[src/rtl/sym_fir_pkg.sv]
package sym_fir_pkg;

  // CSD recoding: {neg_mask, pos_mask}, 32 digits each
  function automatic logic [63:0] csd_encode(input int value);
    int          x;
    logic [31:0] p;
    logic [31:0] n;
    x = value;
    p = '0;
    n = '0;
    for (int i = 0; i < 32; i++) begin
      if (x[0]) begin
        if ((x & 3) == 1) begin
          p[i] = 1'b1;
          x    = x - 1;
        end else begin
          n[i] = 1'b1;
          x    = x + 1;
        end
      end
      x = x >>> 1;
    end
    return {n, p};
  endfunction

endpackage

[src/rtl/sym_fir_taps.sv]
module sym_fir_taps #(
  parameter int NUM_TAPS = 12,
  parameter int DATA_W   = 12
) (
  input  logic                             clk_i,
  input  logic                             rst_ni,
  input  logic                             valid_i,
  input  logic [DATA_W-1:0]                x_i,
  output logic [NUM_TAPS-1:0][DATA_W-1:0]  taps_o
);

  logic [NUM_TAPS-1:0][DATA_W-1:0] taps_q;

  always_ff @(posedge clk_i or negedge rst_ni) begin
    if (!rst_ni)      taps_q <= '0;
    else if (valid_i) taps_q <= {taps_q[NUM_TAPS-2:0], x_i};
  end

  assign taps_o = taps_q;

  AST_TAPS_HOLD: assert property (@(posedge clk_i) disable iff (!rst_ni)
    !valid_i |=> $stable(taps_q));

endmodule

[src/rtl/sym_fir_pair.sv]
module sym_fir_pair
  import sym_fir_pkg::*;
#(
  parameter int DATA_W = 12,
  parameter int COEF_W = 10,
  parameter int COEF   = 1,
  localparam int PRE_W  = DATA_W + 1,
  localparam int PROD_W = PRE_W + COEF_W
) (
  input  logic              clk_i,
  input  logic              rst_ni,
  input  logic [DATA_W-1:0] a_i,
  input  logic [DATA_W-1:0] b_i,
  output logic [PROD_W-1:0] prod_o
);

  localparam int          CSD_W = COEF_W + 1;
  localparam logic [63:0] ENC   = csd_encode(COEF);
  localparam logic [31:0] POS   = ENC[31:0];
  localparam logic [31:0] NEG   = ENC[63:32];

  logic signed [PRE_W-1:0]  pre_sum;
  logic signed [PROD_W-1:0] pre_ext;
  logic signed [PROD_W-1:0] term [CSD_W];
  logic signed [PROD_W-1:0] prod_d;
  logic signed [PROD_W-1:0] prod_q;

  // mirrored pair shares one multiplier
  assign pre_sum = PRE_W'($signed(a_i)) + PRE_W'($signed(b_i));
  assign pre_ext = PROD_W'(pre_sum);

  for (genvar i = 0; i < CSD_W; i++) begin : g_digit
    if (POS[i]) begin : g_pos
      assign term[i] = pre_ext <<< i;
    end else if (NEG[i]) begin : g_neg
      assign term[i] = -(pre_ext <<< i);
    end else begin : g_zero
      assign term[i] = '0;
    end
  end

  always_comb begin
    prod_d = '0;
    for (int i = 0; i < CSD_W; i++) prod_d = prod_d + term[i];
  end

  always_ff @(posedge clk_i or negedge rst_ni) begin
    if (!rst_ni) prod_q <= '0;
    else         prod_q <= prod_d;
  end

  assign prod_o = prod_q;

  logic signed [PROD_W+1:0] ref_prod;
  assign ref_prod = (PROD_W+2)'(pre_sum) * (PROD_W+2)'(COEF);

  AST_CSD_PRODUCT: assert property (@(posedge clk_i) disable iff (!rst_ni)
    1'b1 |=> ((PROD_W+2)'(prod_q) == $past(ref_prod)));

endmodule

[src/rtl/sym_fir_accum.sv]
module sym_fir_accum #(
  parameter int NUM_PROD = 6,
  parameter int PROD_W   = 23,
  parameter int ACC_W    = 25
) (
  input  logic                             clk_i,
  input  logic                             rst_ni,
  input  logic [NUM_PROD-1:0][PROD_W-1:0]  prods_i,
  output logic [ACC_W-1:0]                 y_o
);

  localparam int WIDE_W = ACC_W + 2;

  logic signed [WIDE_W-1:0] wide_sum;
  logic        [ACC_W-1:0]  y_q;

  always_comb begin
    wide_sum = '0;
    for (int k = 0; k < NUM_PROD; k++)
      wide_sum = wide_sum + WIDE_W'($signed(prods_i[k]));
  end

  always_ff @(posedge clk_i or negedge rst_ni) begin
    if (!rst_ni) y_q <= '0;
    else         y_q <= wide_sum[ACC_W-1:0];
  end

  assign y_o = y_q;

  AST_NO_OVERFLOW: assert property (@(posedge clk_i) disable iff (!rst_ni)
    (wide_sum[WIDE_W-1:ACC_W-1] == '0) || (wide_sum[WIDE_W-1:ACC_W-1] == '1));

endmodule

[src/rtl/sym_csd_fir.sv]
module sym_csd_fir #(
  parameter int NUM_TAPS = 12,
  parameter int DATA_W   = 12,
  parameter int COEF_W   = 10,
  localparam int NUM_UNIQ = (NUM_TAPS + 1) / 2,
  parameter logic [NUM_UNIQ*COEF_W-1:0] COEF_VEC =
    {10'sd127, 10'sd78, 10'sd29, -10'sd17, 10'sd5, -10'sd3},
  localparam int ACC_W  = DATA_W + COEF_W + $clog2(NUM_UNIQ),
  localparam int PROD_W = DATA_W + 1 + COEF_W
) (
  input  logic              clk_i,
  input  logic              rst_ni,
  input  logic              valid_i,
  input  logic [DATA_W-1:0] x_i,
  output logic              valid_o,
  output logic [ACC_W-1:0]  y_o
);

  localparam int LATENCY = 3;

  logic [NUM_TAPS-1:0][DATA_W-1:0] taps;
  logic [NUM_UNIQ-1:0][PROD_W-1:0] prods;
  logic [LATENCY-1:0]              vld_q;

  sym_fir_taps #(
    .NUM_TAPS (NUM_TAPS),
    .DATA_W   (DATA_W)
  ) u_taps (
    .clk_i   (clk_i),
    .rst_ni  (rst_ni),
    .valid_i (valid_i),
    .x_i     (x_i),
    .taps_o  (taps)
  );

  for (genvar p = 0; p < NUM_UNIQ; p++) begin : g_pair
    localparam logic signed [COEF_W-1:0] CK = COEF_VEC[p*COEF_W +: COEF_W];
    logic [DATA_W-1:0] partner;
    if (p == NUM_TAPS - 1 - p) begin : g_centre
      assign partner = '0;
    end else begin : g_mirror
      assign partner = taps[NUM_TAPS-1-p];
    end
    sym_fir_pair #(
      .DATA_W (DATA_W),
      .COEF_W (COEF_W),
      .COEF   (int'(CK))
    ) u_pair (
      .clk_i  (clk_i),
      .rst_ni (rst_ni),
      .a_i    (taps[p]),
      .b_i    (partner),
      .prod_o (prods[p])
    );
  end

  sym_fir_accum #(
    .NUM_PROD (NUM_UNIQ),
    .PROD_W   (PROD_W),
    .ACC_W    (ACC_W)
  ) u_accum (
    .clk_i   (clk_i),
    .rst_ni  (rst_ni),
    .prods_i (prods),
    .y_o     (y_o)
  );

  always_ff @(posedge clk_i or negedge rst_ni) begin
    if (!rst_ni) vld_q <= '0;
    else         vld_q <= {vld_q[LATENCY-2:0], valid_i};
  end

  assign valid_o = vld_q[LATENCY-1];

  logic [1:0] since_rst_q;
  always_ff @(posedge clk_i or negedge rst_ni) begin
    if (!rst_ni)                  since_rst_q <= '0;
    else if (since_rst_q != 2'd3) since_rst_q <= since_rst_q + 2'd1;
  end

  AST_VALID_LATENCY: assert property (@(posedge clk_i) disable iff (!rst_ni)
    (since_rst_q == 2'd3) |-> (valid_o == $past(valid_i, 3)));

  AST_IDLE_AFTER_RESET: assert property (@(posedge clk_i) disable iff (!rst_ni)
    (since_rst_q == 2'd0) |-> (!valid_o && (y_o == '0)));

endmodule

[config.mk]
export PLATFORM = sky130hd
export DESIGN_NAME = sym_csd_fir
export DESIGN_NICKNAME = d
export VERILOG_FILES = /design/src/rtl/sym_fir_pkg.sv /design/src/rtl/sym_fir_taps.sv /design/src/rtl/sym_fir_pair.sv /design/src/rtl/sym_fir_accum.sv /design/src/rtl/sym_csd_fir.sv
export SDC_FILE = /design/constraint.sdc
export NUM_CORES = 1
export LEC_CHECK = 0
export ABC_AREA = 0
export BUFFER_PORTS_ARGS = -buffer_cell sky130_fd_sc_hd__buf_2
export CAP_MARGIN = 10
export CORE_ASPECT_RATIO = 0.6
export CORE_MARGIN = 3
export CORE_UTILIZATION = 45
export DETAILED_ROUTE_END_ITERATION = 16
export HOLD_SLACK_MARGIN = 0.1
export PLACE_DENSITY = 0.65
export SETUP_SLACK_MARGIN = 0.15
export SLEW_MARGIN = 10
export SYNTH_ARGS = -nofsm -noshare
export SYNTH_HDL_FRONTEND = slang
export SYNTH_SLANG_ARGS = --single-unit
[constraint.sdc]
create_clock -name clk_i -period 6.27 [get_ports clk_i]
set_clock_uncertainty 0.1 [all_clocks]
set_input_delay 0.627 -clock clk_i [delete_from_list [all_inputs] [get_ports clk_i]]
set_output_delay 0.627 -clock clk_i [all_outputs]
set_load 0.05 [all_outputs]
**Yosys cells after proc, flatten, opt, wreduce, memory -nomap -nowiden**

Index checks and enable logic that the tools add are counted.
W data, S select, Z words.

- Add/sub/neg operators: 25

Operators by type and width:

| cell | count |
|---|---|
| $add A12 B12 Y13 | 6 |
| $add A25 B23 Y25 | 3 |
| $add A13 B23 Y23 | 2 |
| $neg A13 Y23 | 2 |
| $neg A15 Y23 | 2 |
| $add A24 B23 Y25 | 1 |
| $add A23 B16 Y24 | 1 |
| $add A23 B17 Y23 | 1 |
| $add A23 B18 Y23 | 1 |
| $add A23 B19 Y23 | 1 |
| $add A23 B20 Y23 | 1 |
| $add A23 B23 Y23 | 1 |
| $neg A14 Y23 | 1 |
| $neg A17 Y23 | 1 |
| $add A13 B15 Y16 | 1 |

- Output and inout bits: 26
- Register bits after elaboration: 303

**Logic depth before layout (Yosys ltp)**

- Depth in word-level cells: 5
- Depth in mapped cells: 19
- Depth with buffers taken out: 19

**Hierarchy**

Synthesis repeated with hierarchy kept, for this count alone.

- Cell total of the unflattened synthesis: 2106
- Area, all modules: 22173.8 um^2

Modules (own cells, without submodules):

| module | area each (um^2) | instances | sequential area each (um^2) | cells an instance |
|---|---|---|---|---|
| sym_fir_taps | 5580.4 | 1 | 3603.5 | 304 |
| sym_fir_accum | 4708.3 | 1 | 625.6 | 549 |
| sym_fir_pair at g_pair[4].u_pair | 2296.0 | 1 | 550.5 | 249 |
| sym_fir_pair at g_pair[3].u_pair | 2197.1 | 1 | 575.6 | 222 |
| sym_fir_pair at g_pair[2].u_pair | 2183.3 | 1 | 575.6 | 236 |
| sym_fir_pair at g_pair[5].u_pair | 1881.8 | 1 | 575.6 | 198 |
| sym_fir_pair at g_pair[0].u_pair | 1791.7 | 1 | 550.5 | 194 |
| sym_fir_pair at g_pair[1].u_pair | 1460.2 | 1 | 400.4 | 151 |
| sym_csd_fir | 75.1 | 1 | 75.1 | 3 |

**Worst setup path after synthesis**

Ideal clock, no wire load.

- Path type: register to register
- Start point: reg u_taps.taps_q, in the netlist u_taps.taps_o[96]
- End point: reg g_pair[3].u_pair.prod_q[17]
- Setup slack: 1614 ps
- Cell stages (with the launch flop): 18
- Arrival time: 4423 ps
- Library setup time: 133 ps
- Cell sequence: dfrtp_1 ha_1 fa_1 a21o_1 a21oi_1 nor2_1 o41ai_1 o21ai_0 a21oi_1 xnor2_1 fa_1 ha_1 a21o_1 a21o_1 a211oi_1 a21boi_1 a221o_1 xor2_1

- Cells in the longest elaborated chain, start to end: 4

Ends and longest elaborated chain:

| what | RTL line | text |
|---|---|---|
| start, declared | sym_fir_taps.sv:12 | `logic [NUM_TAPS-1:0][DATA_W-1:0] taps_q;` |
| start signal, assigned | sym_fir_taps.sv:16 | `else if (valid_i) taps_q <= {taps_q[NUM_TAPS-2:0], x_i};` |
| $add A12 B12 Y13 * | sym_fir_pair.sv:29 | `assign pre_sum = PRE_W'($signed(a_i)) + PRE_W'($signed(b_i));` |
| $neg A15 Y23 | sym_fir_pair.sv:36 | `assign term[i] = -(pre_ext <<< i);` |
| $add A13 B23 Y23 | sym_fir_pair.sv:44 | `for (int i = 0; i < CSD_W; i++) prod_d = prod_d + term[i];` |
| $add A23 B18 Y23 * | sym_fir_pair.sv:44 |  |
| named net g_pair[3].u_pair.prod_d[17] | sym_fir_pair.sv:25 | `logic signed [PROD_W-1:0] prod_d;` |
| end signal, assigned | sym_fir_pair.sv:49 | `else prod_q <= prod_d;` |
| end, declared | sym_fir_pair.sv:26 | `logic signed [PROD_W-1:0] prod_q;` |

Mark *: on every way through the listed nets, which the timed path passes. The rest lies on a longest branch.
A chain may end at the register's enable or synchronous reset.

**Worst setup path after layout**

Same ends and word-level chain as after synthesis.

==> results.md <==
* Crit path arrival time at 5.58 ns
* Core area at 45190 um2
* Synth area leaders: dfrtp_1 (36%), ha_1 (12%), fa_1 (11%)
* Period utilisation layout at 83.26%
* Grt ovf at 0
* Final worst path period need at 5.220 ns
* Initial antenna violation count at 5
* Synth async-reset ratio at 100.0%
* Die footprint at 48930 um2
* Worst setup SP type: flip-flop
* Syn Inst Count at 1916
* Die Wd at 283.6 um
* DRT iter0 DRCs at 1247
* Crit path kind: reg -> reg
* PortBufs at 40
* Syn Std Cell Area at 20800 um2
* Slowest stage cell on the critical path: fa_1
* CTS buffer count at 31
* Die Height at 172.6 um
* Number of synthesized flops with an enable pin at 0
* Vias per cell at 5.436
* Clk buf depth at 3
* Antenna violation net count after detailed routing at 0
* Max Cap Viol at 0
* Post-synth top cells: dfrtp_1 (301), inv_1 (240), ha_1 (207)
* CP bufs+invs at 0
* Register area share after synthesis at 36.21%
* Slowest stage delay, CP at 0.48 ns
* Post-CTS setup buffer count at 0
* Highest fanout seen on the critical path at 6
* Htree depth at 1
* WL/cell at 19.84 um
* Site row count at 60
* Clk Tree Root Cell: clkbuf_16
* Routed WL at 51810 um
* Post-synth top area share at 36.21%
* Reg clk slew, reported paths at 0.06 ns
* Most common cell in the synthesized netlist: dfrtp_1
* CP cell instances: ha_1 > fa_1 > a21o_1 > a21oi_1 > nor2_1 > o41ai_1 > o21ai_0 > a21oi_1 > xnor2_1 > fa_1 > ha_1 > a21o_1 > a21o_1 > a211oi_1 > a21boi_1 > a221o_1 > xor2_1
* Vias in the first global route at 14064
* Outcome: complete, no violations
* RSZ-0062 raised after global routing: no
* CP top delay family: compound AO/OA/AOI/OAI gates
* Final setup viols at 0
* Synth area leader: dfrtp_1
* Post-synthesis net count at 2255
* Highest clock rate at 191.6 MHz
* Total iterations of the first detailed-routing run at 6
* Distinct cells, synth at 80
* GRT Overall Usage at 21.47%
* Most used cell, CP: a21o_1
* Final TNS setup at 0 ns
* Final Util at 50.39%
* CTS sink cnt at 301
* Slew Limit Fails at 0
* CTS tree: built
* Antenna cells at 0
* Worst hold margin at 0.1816 ns
* Layout area overhead at 9.467%
* DR DRC count at 0
* Syn. warnings at 0
* Hold Fails Final Rpt at 0
* First-pass GRT wire length at 81770 um
* Slew headroom at 37.37%
* Placer Congestion at 0.9013
* DP Wirelength at 41840 um
* Largest net degree at the start of global routing at 127
* Nets@finish at 2307
* PostCTS Resize Cnt at 0
* Main synth FF type: dfrtp_1
* Starting Density at 46.03%
* Share of cells above drive strength 1 at 13.60%
* Critical Path RT at 6.63 ns
* Yosys reg bits at 301
* I/O pin count at 41
* Clk_lat worst skew at 0.59 ns
* DR vias at 14198
* Hold_buf cts at 1
* Least-Margin Pin Slew at 0.9394 ns
* Crit. End Element: flip-flop
* Worst hold path type: in -> reg
* Synth Area per Inst at 10.86 um2
worst reg2reg max path, delay by kind of cell (launching register included):
kind / cells / cell delay (ns)
xor+xnor: 2 / 0.40
compound gates: 10 / 2.57
fa+ha+maj: 4 / 1.52
simple gates: 1 / 0.10
flops: 1 / 0.40
path summary, 6_finish.rpt:
path                                         from  depth (start not counted)  slack (ns)                     endpoint
worst max-delay path            u_taps.taps_o[96]                         17        1.05  g_pair[3].u_pair.prod_o[17]
worst min-delay path                       x_i[1]                          2        0.18             u_taps.taps_o[1]
worst max register to register  u_taps.taps_o[96]                         17        1.05  g_pair[3].u_pair.prod_o[17]
worst min register to register           vld_q[0]                          0        0.25                     vld_q[1]
max in group asynchronous                  rst_ni                          3        4.08  g_pair[4].u_pair.prod_o[13]
min in group asynchronous                  rst_ni                          2        0.64   g_pair[0].u_pair.prod_o[7]
cells in the final DEF (no fill, tap or decap), types with 38 or more instances in the layout:
cell     synthesis  final
a21o_1          53     53
fa_1           117    117
dfrtp_1        301    301
inv_1          240    240
xor2_1          55     55
o21ai_0         55     55
xnor2_1        107    107
mux2_2         142    142
nor2_1          87     87
ha_1           207    207
nand2_1         65     65
buf_2            0     38
a21oi_1        113    113
kinds of logic after synthesis:
kind of cell | Yosys count | synth area share (%)
AO/OA/AOI/OAI | 396 | 12.77
adder cells (fa/ha/maj) | 324 | 23.71
AND/OR/NAND/NOR | 312 | 7.404
flip-flops | 301 | 36.21
buffers and inverters | 269 | 4.890
XOR/XNOR | 163 | 6.898
multiplexers | 151 | 8.125
sequential cells by signal, indices dropped and copies added (netlist names):
| signal | flops |
|---|---|
| u_taps.taps_o | 144 |
| g_pair.u_pair.prod_o | 129 |
| u_accum.y_o | 25 |
| vld_q | 3 |
per-stage QoR:
stage,instance area [um2],instances,setup WS [ns]
after CTS,22770,2612,1.112
after detailed placement,21740,2554,1.150
after global placement,21740,2554,1.125
after floorplan,20800,1916,1.614
after global routing,22770,2612,0.4955
final,22770,2612,1.050
metal layers:
layer | up-vias | wire (um) | global-route usage, %
met3 | 50 | 4447 | 5.494
met4 | 2 | 706 | 3.163
met5 | - | 14 | 0
met1 | 7049 | 26970 | 35.51
met2 | 400 | 19680 | 28.09
li1 | 6697 | - | -
final cells by class:
class	count	area, um2
clock buffer	47	905.9
clock inverter	10	116.4
fill	4042	22420
inverter	241	904.6
multi-input combinational	1346	12250
sequential	301	7532
tap	620	775.7
timing repair buffer	47	284.0
Power is not shown: default switching activity piles up to over one toggle a cycle in this logic, so the estimate is an artifact.
